### src/rtl/wb_lane_pkg.sv
package wb_lane_pkg;
  localparam int BUS_W = 32;
  localparam int LANES = BUS_W / 8;

  typedef enum logic [1:0] {
    SZ_BYTE = 2'd0,
    SZ_HALF = 2'd1,
    SZ_WORD = 2'd2
  } size_e;

  function automatic logic [LANES-1:0] lane_mask(size_e s);
    case (s)
      SZ_BYTE: lane_mask = 4'b0001;
      SZ_HALF: lane_mask = 4'b0011;
      default: lane_mask = 4'b1111;
    endcase
  endfunction

  function automatic logic [BUS_W-1:0] lane_expand(logic [LANES-1:0] m);
    for (int i = 0; i < LANES; i++) lane_expand[8*i +: 8] = {8{m[i]}};
  endfunction
endpackage

### src/rtl/wb_lane_steer.sv
module wb_lane_steer
  import wb_lane_pkg::*;
#(
  parameter int SLAVE_W = 32
) (
  input  logic [1:0]       addr_lo_i,
  input  logic [1:0]       size_i,
  input  logic [BUS_W-1:0] wdata_i,
  output size_e            eff_o,
  output logic [1:0]       off_o,
  output logic [LANES-1:0] sel_o,
  output logic [BUS_W-1:0] dat_o
);
  localparam logic [LANES-1:0] SLAVE_LANES = LANES'((1 << (SLAVE_W / 8)) - 1);

  size_e req;
  assign req = (size_i == 2'b11) ? SZ_WORD : size_e'(size_i);

  generate
    if (SLAVE_W == 8) begin : g_w8
      assign eff_o = SZ_BYTE;
      assign off_o = 2'b00;
    end else if (SLAVE_W == 16) begin : g_w16
      assign eff_o = (req == SZ_BYTE) ? SZ_BYTE : SZ_HALF;
      assign off_o = (req == SZ_BYTE) ? {1'b0, addr_lo_i[0]} : 2'b00;
    end else begin : g_w32
      assign eff_o = req;
      always_comb begin
        case (req)
          SZ_BYTE: off_o = addr_lo_i;
          SZ_HALF: off_o = {addr_lo_i[1], 1'b0};
          default: off_o = 2'b00;
        endcase
      end
    end
  endgenerate

  assign sel_o = lane_mask(eff_o) << off_o;
  assign dat_o = (wdata_i & lane_expand(lane_mask(eff_o))) << {off_o, 3'b000};

  // lanes beyond the slave width must never be selected
  always_comb begin
    assert_sel_in_slave_R7: assert ((sel_o & ~SLAVE_LANES) == '0);
  end
endmodule

### src/rtl/wb_lane_extract.sv
module wb_lane_extract
  import wb_lane_pkg::*;
(
  input  logic [BUS_W-1:0] bus_i,
  input  logic [1:0]       off_i,
  input  size_e            eff_i,
  output logic [BUS_W-1:0] data_o
);
  assign data_o = (bus_i >> {off_i, 3'b000}) & lane_expand(lane_mask(eff_i));
endmodule

### src/rtl/wb_lane_ctrl.sv
module wb_lane_ctrl
  import wb_lane_pkg::*;
#(
  parameter int ADDR_W = 32
) (
  input  logic              clk_i,
  input  logic              rst_ni,
  input  logic              start_i,
  input  logic [ADDR_W-1:0] addr_i,
  input  logic              we_i,
  input  logic [BUS_W-1:0]  dat_i,
  input  logic [LANES-1:0]  sel_i,
  input  logic [1:0]        off_i,
  input  size_e             eff_i,
  input  logic              ack_i,
  input  logic [BUS_W-1:0]  rd_aligned_i,
  output logic              cyc_o,
  output logic              done_o,
  output logic [ADDR_W-1:0] adr_o,
  output logic [BUS_W-1:0]  dat_o,
  output logic              we_o,
  output logic [LANES-1:0]  sel_o,
  output logic [1:0]        off_o,
  output size_e             eff_o,
  output logic [BUS_W-1:0]  rdata_o
);
  logic launch;
  assign launch = start_i && !cyc_o;

  always_ff @(posedge clk_i or negedge rst_ni) begin
    if (!rst_ni) begin
      cyc_o   <= 1'b0;
      done_o  <= 1'b0;
      adr_o   <= '0;
      dat_o   <= '0;
      we_o    <= 1'b0;
      sel_o   <= '0;
      off_o   <= '0;
      eff_o   <= SZ_BYTE;
      rdata_o <= '0;
    end else begin
      done_o <= cyc_o && ack_i;
      if (launch) begin
        cyc_o <= 1'b1;
        adr_o <= addr_i;
        dat_o <= dat_i;
        we_o  <= we_i;
        sel_o <= sel_i;
        off_o <= off_i;
        eff_o <= eff_i;
      end else if (cyc_o && ack_i) begin
        cyc_o <= 1'b0;
        if (!we_o) rdata_o <= rd_aligned_i;
      end
    end
  end

  assert_launch_R2: assert property (@(posedge clk_i) disable iff (!rst_ni)
    (!cyc_o && start_i) |=> cyc_o);

  assert_hold_fields_R3: assert property (@(posedge clk_i) disable iff (!rst_ni)
    (cyc_o && !ack_i) |=> (cyc_o && $stable(adr_o) && $stable(dat_o) && $stable(we_o) && $stable(sel_o)));

  assert_end_on_ack_R4: assert property (@(posedge clk_i) disable iff (!rst_ni)
    (cyc_o && ack_i) |=> (!cyc_o && done_o));

  assert_done_single_R4: assert property (@(posedge clk_i) disable iff (!rst_ni)
    done_o |=> !done_o);

  assert_write_keeps_rdata_R9: assert property (@(posedge clk_i) disable iff (!rst_ni)
    (cyc_o && we_o) |=> $stable(rdata_o));

  assert_busy_start_ignored_R10: assert property (@(posedge clk_i) disable iff (!rst_ni)
    (cyc_o && start_i) |=> ($stable(adr_o) && $stable(we_o)));
endmodule

### src/rtl/wb_lane_master.sv
module wb_lane_master
  import wb_lane_pkg::*;
#(
  parameter int ADDR_W  = 32,
  parameter int SLAVE_W = 32
) (
  input  logic              clk_i,
  input  logic              rst_ni,
  input  logic              req_start_i,
  input  logic [ADDR_W-1:0] req_addr_i,
  input  logic [31:0]       req_wdata_i,
  input  logic              req_we_i,
  input  logic [1:0]        req_size_i,
  output logic [31:0]       rsp_rdata_o,
  output logic              rsp_done_o,
  output logic [ADDR_W-1:0] wb_adr_o,
  output logic [31:0]       wb_dat_o,
  output logic              wb_we_o,
  output logic [3:0]        wb_sel_o,
  output logic              wb_stb_o,
  output logic              wb_cyc_o,
  input  logic [31:0]       wb_dat_i,
  input  logic              wb_ack_i
);
  size_e            st_eff, q_eff;
  logic [1:0]       st_off, q_off;
  logic [LANES-1:0] st_sel;
  logic [BUS_W-1:0] st_dat, rd_aligned;
  logic             cyc;

  wb_lane_steer #(.SLAVE_W(SLAVE_W)) u_steer (
    .addr_lo_i (req_addr_i[1:0]),
    .size_i    (req_size_i),
    .wdata_i   (req_wdata_i),
    .eff_o     (st_eff),
    .off_o     (st_off),
    .sel_o     (st_sel),
    .dat_o     (st_dat)
  );

  wb_lane_ctrl #(.ADDR_W(ADDR_W)) u_ctrl (
    .clk_i        (clk_i),
    .rst_ni       (rst_ni),
    .start_i      (req_start_i),
    .addr_i       (req_addr_i),
    .we_i         (req_we_i),
    .dat_i        (st_dat),
    .sel_i        (st_sel),
    .off_i        (st_off),
    .eff_i        (st_eff),
    .ack_i        (wb_ack_i),
    .rd_aligned_i (rd_aligned),
    .cyc_o        (cyc),
    .done_o       (rsp_done_o),
    .adr_o        (wb_adr_o),
    .dat_o        (wb_dat_o),
    .we_o         (wb_we_o),
    .sel_o        (wb_sel_o),
    .off_o        (q_off),
    .eff_o        (q_eff),
    .rdata_o      (rsp_rdata_o)
  );

  wb_lane_extract u_extract (
    .bus_i  (wb_dat_i),
    .off_i  (q_off),
    .eff_i  (q_eff),
    .data_o (rd_aligned)
  );

  assign wb_cyc_o = cyc;
  assign wb_stb_o = cyc;

  assert_byte_read_zext_R9: assert property (@(posedge clk_i) disable iff (!rst_ni)
    (rsp_done_o && !wb_we_o && q_eff == SZ_BYTE) |-> (rsp_rdata_o[31:8] == 24'h0));
endmodule

### config.mk
export PLATFORM = sky130hd
export DESIGN_NAME = wb_lane_master
export DESIGN_NICKNAME = d
export VERILOG_FILES = /design/src/rtl/wb_lane_pkg.sv /design/src/rtl/wb_lane_steer.sv /design/src/rtl/wb_lane_extract.sv /design/src/rtl/wb_lane_ctrl.sv /design/src/rtl/wb_lane_master.sv
export SDC_FILE = /design/constraint.sdc
export NUM_CORES = 1
export LEC_CHECK = 0
export BUFFER_PORTS_ARGS = -buffer_cell sky130_fd_sc_hd__buf_2
export CAP_MARGIN = 40
export CORE_MARGIN = 5
export CORE_UTILIZATION = 45
export CTS_CLUSTER_DIAMETER = 50
export CTS_CLUSTER_SIZE = 20
export DETAILED_ROUTE_END_ITERATION = 8
export GPL_ROUTABILITY_DRIVEN = 0
export HOLD_SLACK_MARGIN = 0.15
export PLACE_DENSITY = 0.87
export SETUP_SLACK_MARGIN = 0.4
export SLEW_MARGIN = 0
export SYNTH_ARGS = -nofsm -noshare
export SYNTH_HDL_FRONTEND = slang
export SYNTH_HIERARCHICAL = 1
export SYNTH_SLANG_ARGS = --single-unit
### constraint.sdc
create_clock -name clk_i -period 1.6 [get_ports clk_i]
set_clock_uncertainty 0.1 [all_clocks]
set_input_delay 0.08 -clock clk_i [delete_from_list [all_inputs] [get_ports clk_i]]
set_output_delay 0.08 -clock clk_i [all_outputs]
set_load 0.02 [all_outputs]
## Yosys cells after proc, flatten, opt, wreduce, memory -nomap -nowiden

Index checks and enable logic that the tools add are counted.

- Eq/ne operators: 3
- Shifts and indexed selects: 3
- Mux-type cells: 6
- Bitwise gates (word level): 4
- Reductions and logical operators: 7

Operator list:

| operator | count |
|---|---|
| AND 32 bit | 2 |
| left shift 32 x 5 -> 32 bit | 1 |
| >> shifter 32 x 5 -> 32 bit | 1 |
| case mux 4 bit (2 select lines) | 2 |
| == test 2 x 1 -> 1 bit (second input constant) | 2 |
| logical NOT 2 bit | 2 |
| case mux 2 bit (2 select lines) | 1 |
| left shift 4 x 2 -> 4 bit | 1 |
| AND reduction 3 bit | 1 |
| == test 2 bit (second input constant) | 1 |
| logical AND 1 bit | 2 |
| 2-to-1 mux 1 bit | 2 |
| 2-to-1 mux 2 bit | 1 |
| inverter 1 bit | 2 |
| nonzero test 2 bit | 1 |
| logical NOT 1 bit | 1 |

- Bits in registers: 107
- Word-level logic and storage cells: 32

## Longest topological paths before layout

- Depth after elaboration: 6
- Depth in mapped cells: 6

## By module

The synthesis kept the hierarchy.

By module, submodules not included:

| module | instances | cells an instance | area an instance (um^2) |
|---|---|---|---|
| wb_lane_ctrl | 1 | 228 | 4284.1 |
| wb_lane_extract | 1 | 75 | 650.6 |
| wb_lane_steer | 1 | 86 | 536.8 |
| wb_lane_master | 1 | 1 | 7.5 |

## Worst setup path before layout

Ideal clock, no wire load.

- Kind: register -> register
- From: register u_ctrl.off_o[0]
- To: register u_ctrl.rdata_o[0]
- Library setup time: 125 ps
- Arrival time: 1344 ps
- Data required time: 1375 ps
- Setup slack: 32 ps
- Cell stages (with the launch flop): 5
- Period minus slack after synthesis: 1568 ps
- Cell sequence: dfrtp_1 buf_6 buf_8 mux4_2 mux2_2

- Word-level cells in the longest chain between the ends: 2

Ends and longest elaborated chain:

| element | RTL line | text |
|---|---|---|
| start: declaration | wb_lane_ctrl.sv:23 | `output logic [1:0] off_o,` |
| start signal: assignment | wb_lane_ctrl.sv:49 | `off_o <= off_i;` |
| >> shifter 32 x 5 -> 32 bit | wb_lane_extract.sv:9 | `assign data_o = (bus_i >> {off_i, 3'b000}) & lane_expand(lane_mask(eff_i));` |
| AND 32 bit | wb_lane_extract.sv:9 |  |
| named net rd_aligned[0] | wb_lane_master.sv:28 | `logic [BUS_W-1:0] st_dat, rd_aligned;` |
| end signal: assignment | wb_lane_ctrl.sv:53 | `if (!we_o) rdata_o <= rd_aligned_i;` |
| end: declaration | wb_lane_ctrl.sv:25 | `output logic [BUS_W-1:0] rdata_o` |

The timed path passes the listed nets, and every way through them passes these cells.
A chain may end at the register's enable or synchronous reset.

## Worst setup path after layout

- From: register u_ctrl.off_o[0]
- To: register u_ctrl.rdata_o[1]

The elaborated chain is that of the path after synthesis.

==> out/results.ini <==
[run_status]
status=finished clean

[cts]
cts_tree=yes
clk_path_buf_depth=2
htreeDepth=3
cts_sinks=107
cts_buffers=9
clock_latency_ps=350
clk_pin_slew_ps=70
cts_hold_buffers=85
cts-root-buf=clkbuf_16

[route]
ant_nets=0
drc_errors=0
wl_met3_um=1280
highest_layer=met4
via_count=4674
drt_first_pass_iters=4
drt_iter0_markers=354
via_per_inst=5.43
avgRoutedWirePerCell_um=20.9
wl_met2_um=8910
drt-met1-wl_um=7010
wl_um=18000

[flow_run]
max_cap_violations=0

[critical_path]
reg2reg_slack_ps=60
cp-start-kind=flop
crit_path_end_kind=flop
r2r_cells=3
r2r_start=u_ctrl/off_o[0]
crit_arrival_ps=1670
critPathKind=reg2reg
path_max_fanout=16
r2r_end=u_ctrl/rdata_o[1]
required_ps=1720

[sta]
slew_violations=0
rsz0062_at_grt=true
clock.fmax_mhz=648
fin_crit_sh_pct=96.5
finalSetupViolCount=0
setup_tns_ps=0
slew_headroom_pct=71.9
tightest_slew_ps=421
period_needed_ps=1540
final_hold_viol_count=0

[synth]
synth-simple-area-share_pct=8.43
postSynthAreaPerCell_um2=14.0
synthCells=390
synth-seq-cells=107
synth_warnings=6
synth_xor_area_share_pct=0
synth_top_family_by_area=multiplexers
synth_nets=493
synth_compound_area_share_pct=6.71
synthDistinctLibCells=27
synthesis.area_mm2=0.00548
synthMuxAreaShare_pct=30.4
seq_area_frac_synth_pct=48.9
yosys.area_share.adder_pct=0

[finish]
nFillCells=764
drive_gt1_share_pct=56.0
nets=812
final_util_pct=70.7
synthToLayoutAreaGrowth_pct=54.3

[floorplanning]
io_pins=207
die_h_um=120
die_x_um=120
die_area_mm2=0.0145
placementRows=40
core-area_mm2=0.0120
start_util_pct=45.8

[hold_path]
hold_path_depth=3
min_to=u_ctrl/rdata_o[2]
worst_hold_startpoint=wb_dat_i[2]
hold_path.class=in2reg

[grt]
grt_max_degree=37
grt_first_pass_wirelength_um=27500
antenna_found_initial=1
grt_overflow=0
track_usage_pct=24.3
grt_pass1_vias=5065

[place]
port_buffers=206
dp_hpwl_um=10800

[power]
power_leakage_nw=4.20
powerDensity_mw_per_mm2=1280
switching_share_pct=34.8
p_int_w=0.00708
clockPowerShare_pct=21.1
combPwrFrac_pct=42.1
seq_power_share_pct=36.8
power_switching_w=0.00377
ir_worst_vdd_mv=0.681

[repair_timing]
action,in CTS,in global routing
gates resized for setup,20,17
setup buffers,7,6
hold endpoints to repair,200,26
setup endpoints to repair,108,108
pin swaps,1,3
gates cloned,8,3
[registers in the layout (all words and copies together), names as in the netlist]
signal          count
u_ctrl/cyc_o        1
u_ctrl/off_o        2
u_ctrl/dat_o       32
u_ctrl/adr_o       32
u_ctrl/done_o       1
u_ctrl/rdata_o     32
u_ctrl/we_o         1
u_ctrl/sel_o        4
u_ctrl/eff_o        2
[layout make-up]
type                            count  area (um^2)  share of cell area, %
Tap cell                          147          184                   2.18
Sequential cell                   107         2680                   31.7
Clock buffer                       13          270                   3.20
Inverter                            2         7.51                 0.0888
Antenna cell                        1         2.50                 0.0296
Clock inverter                      2         35.0                  0.415
Timing Repair Buffer              338         2640                   31.2
Multi-Input combinational cell    251         2630                   31.2
[cells in the final DEF, fill, tap and decap left out, types with 2 or more instances in the layout]
cell           count
buf_2            203
dfrtp_1          104
dlygate4sd3_1     85
mux2_4            76
mux2_2            29
nand2_1           24
buf_4             20
and2_1            18
a22o_1            16
clkbuf_16         12
nor2_1            11
buf_16            10
a211oi_2          10
buf_12             9
nand2b_1           9
buf_6              8
mux4_2             8
mux2i_1            8
nor2b_1            8
nand3b_1           8
o221ai_1           8
a211oi_1           6
clkbuf_8           3
a21o_1             3
dfrtp_2            3
inv_1              2
nor2b_2            2
o21bai_1           2
[synth_stat cells (all sizes together)]
cell	count	share of area (%)
mux2	105	26
or2	1	0.11
mux2i	8	1.5
buf	26	5.2
a211oi	16	2.2
clkbuf	4	0.27
inv	2	0.14
nand2b	10	1.1
o21bai	2	0.27
nand2	24	1.6
dfrtp	107	49
o221ai	8	1.3
and2	18	2.1
a21o	3	0.41
nor2b	11	1.3
a22o	16	2.6
nand3b	9	1.3
nor2	12	0.87
mux4	8	3.3
[through the flow]
| step | hold WS (ps) | total power, W | instances | setup WS, ps | cell area [um^2] |
|---|---|---|---|---|---|
| floorplan | -316 | 0.00658 | 390 | 31.5 | 5600 |
| detailed placement | -55.5 | 0.00795 | 736 | 46.5 | 6750 |
| CTS | 69.8 | 0.0107 | 851 | 53.4 | 8260 |
| finish | 84.3 | 0.0109 | 861 | 56.7 | 8450 |
| global placement | -62.3 | 0.00782 | 736 | 82.5 | 6750 |
| global route | 88.3 | 0.0113 | 861 | 18.5 | 8450 |
[worst max-delay path, cell delays in order, from the launching register on]
cell	delay, ps
dfrtp_1	380
buf_12	170
mux4_2	500
mux2_2	280
[power groups by stage]
stage / sequential [W] / clock (W) / combinational (W)
after floorplan: 0.00487 / 0 / 0.00170
after CTS: 0.00396 / 0.00235 / 0.00439
after global placement: 0.00395 / 0 / 0.00387
after detailed placement: 0.00398 / 0 / 0.00397
final: 0.00399 / 0.00229 / 0.00457
after global routing: 0.00407 / 0.00246 / 0.00479
[worst max-delay path by stage]
| stage | start | endpoint | slack [ps] | cells past startpoint |
|---|---|---|---|---|
| floorplan | u_ctrl/off_o[0] | u_ctrl/rdata_o[0] | 30 | 4 |
| global placement | u_ctrl/off_o[0] | u_ctrl/rdata_o[7] | 80 | 3 |
| detailed placement | u_ctrl/off_o[0] | u_ctrl/rdata_o[7] | 50 | 3 |
| CTS | u_ctrl/off_o[0] | u_ctrl/rdata_o[1] | 50 | 3 |
| global route | u_ctrl/off_o[0] | u_ctrl/rdata_o[4] | 20 | 3 |
| finish | u_ctrl/off_o[0] | u_ctrl/rdata_o[1] | 60 | 3 |
[layer usage]
metal,up-vias,global-route usage (%)
met4,0,13.0
met3,66,5.14
met2,263,41.5
li1,2050,-
met1,2295,28.8
met5,-,0
[cell families (layout without fill, tap and decap cells)]
logic type             after synthesis  after routing
DFF                                107            107
muxes                              121            121
buffers and inverters               32            355
AOI/OAI and AO/OA                   45             45
other                                0              1
and+or+nand+nor                     85             85
No activity file was read; power rests on OpenSTA's default activity.
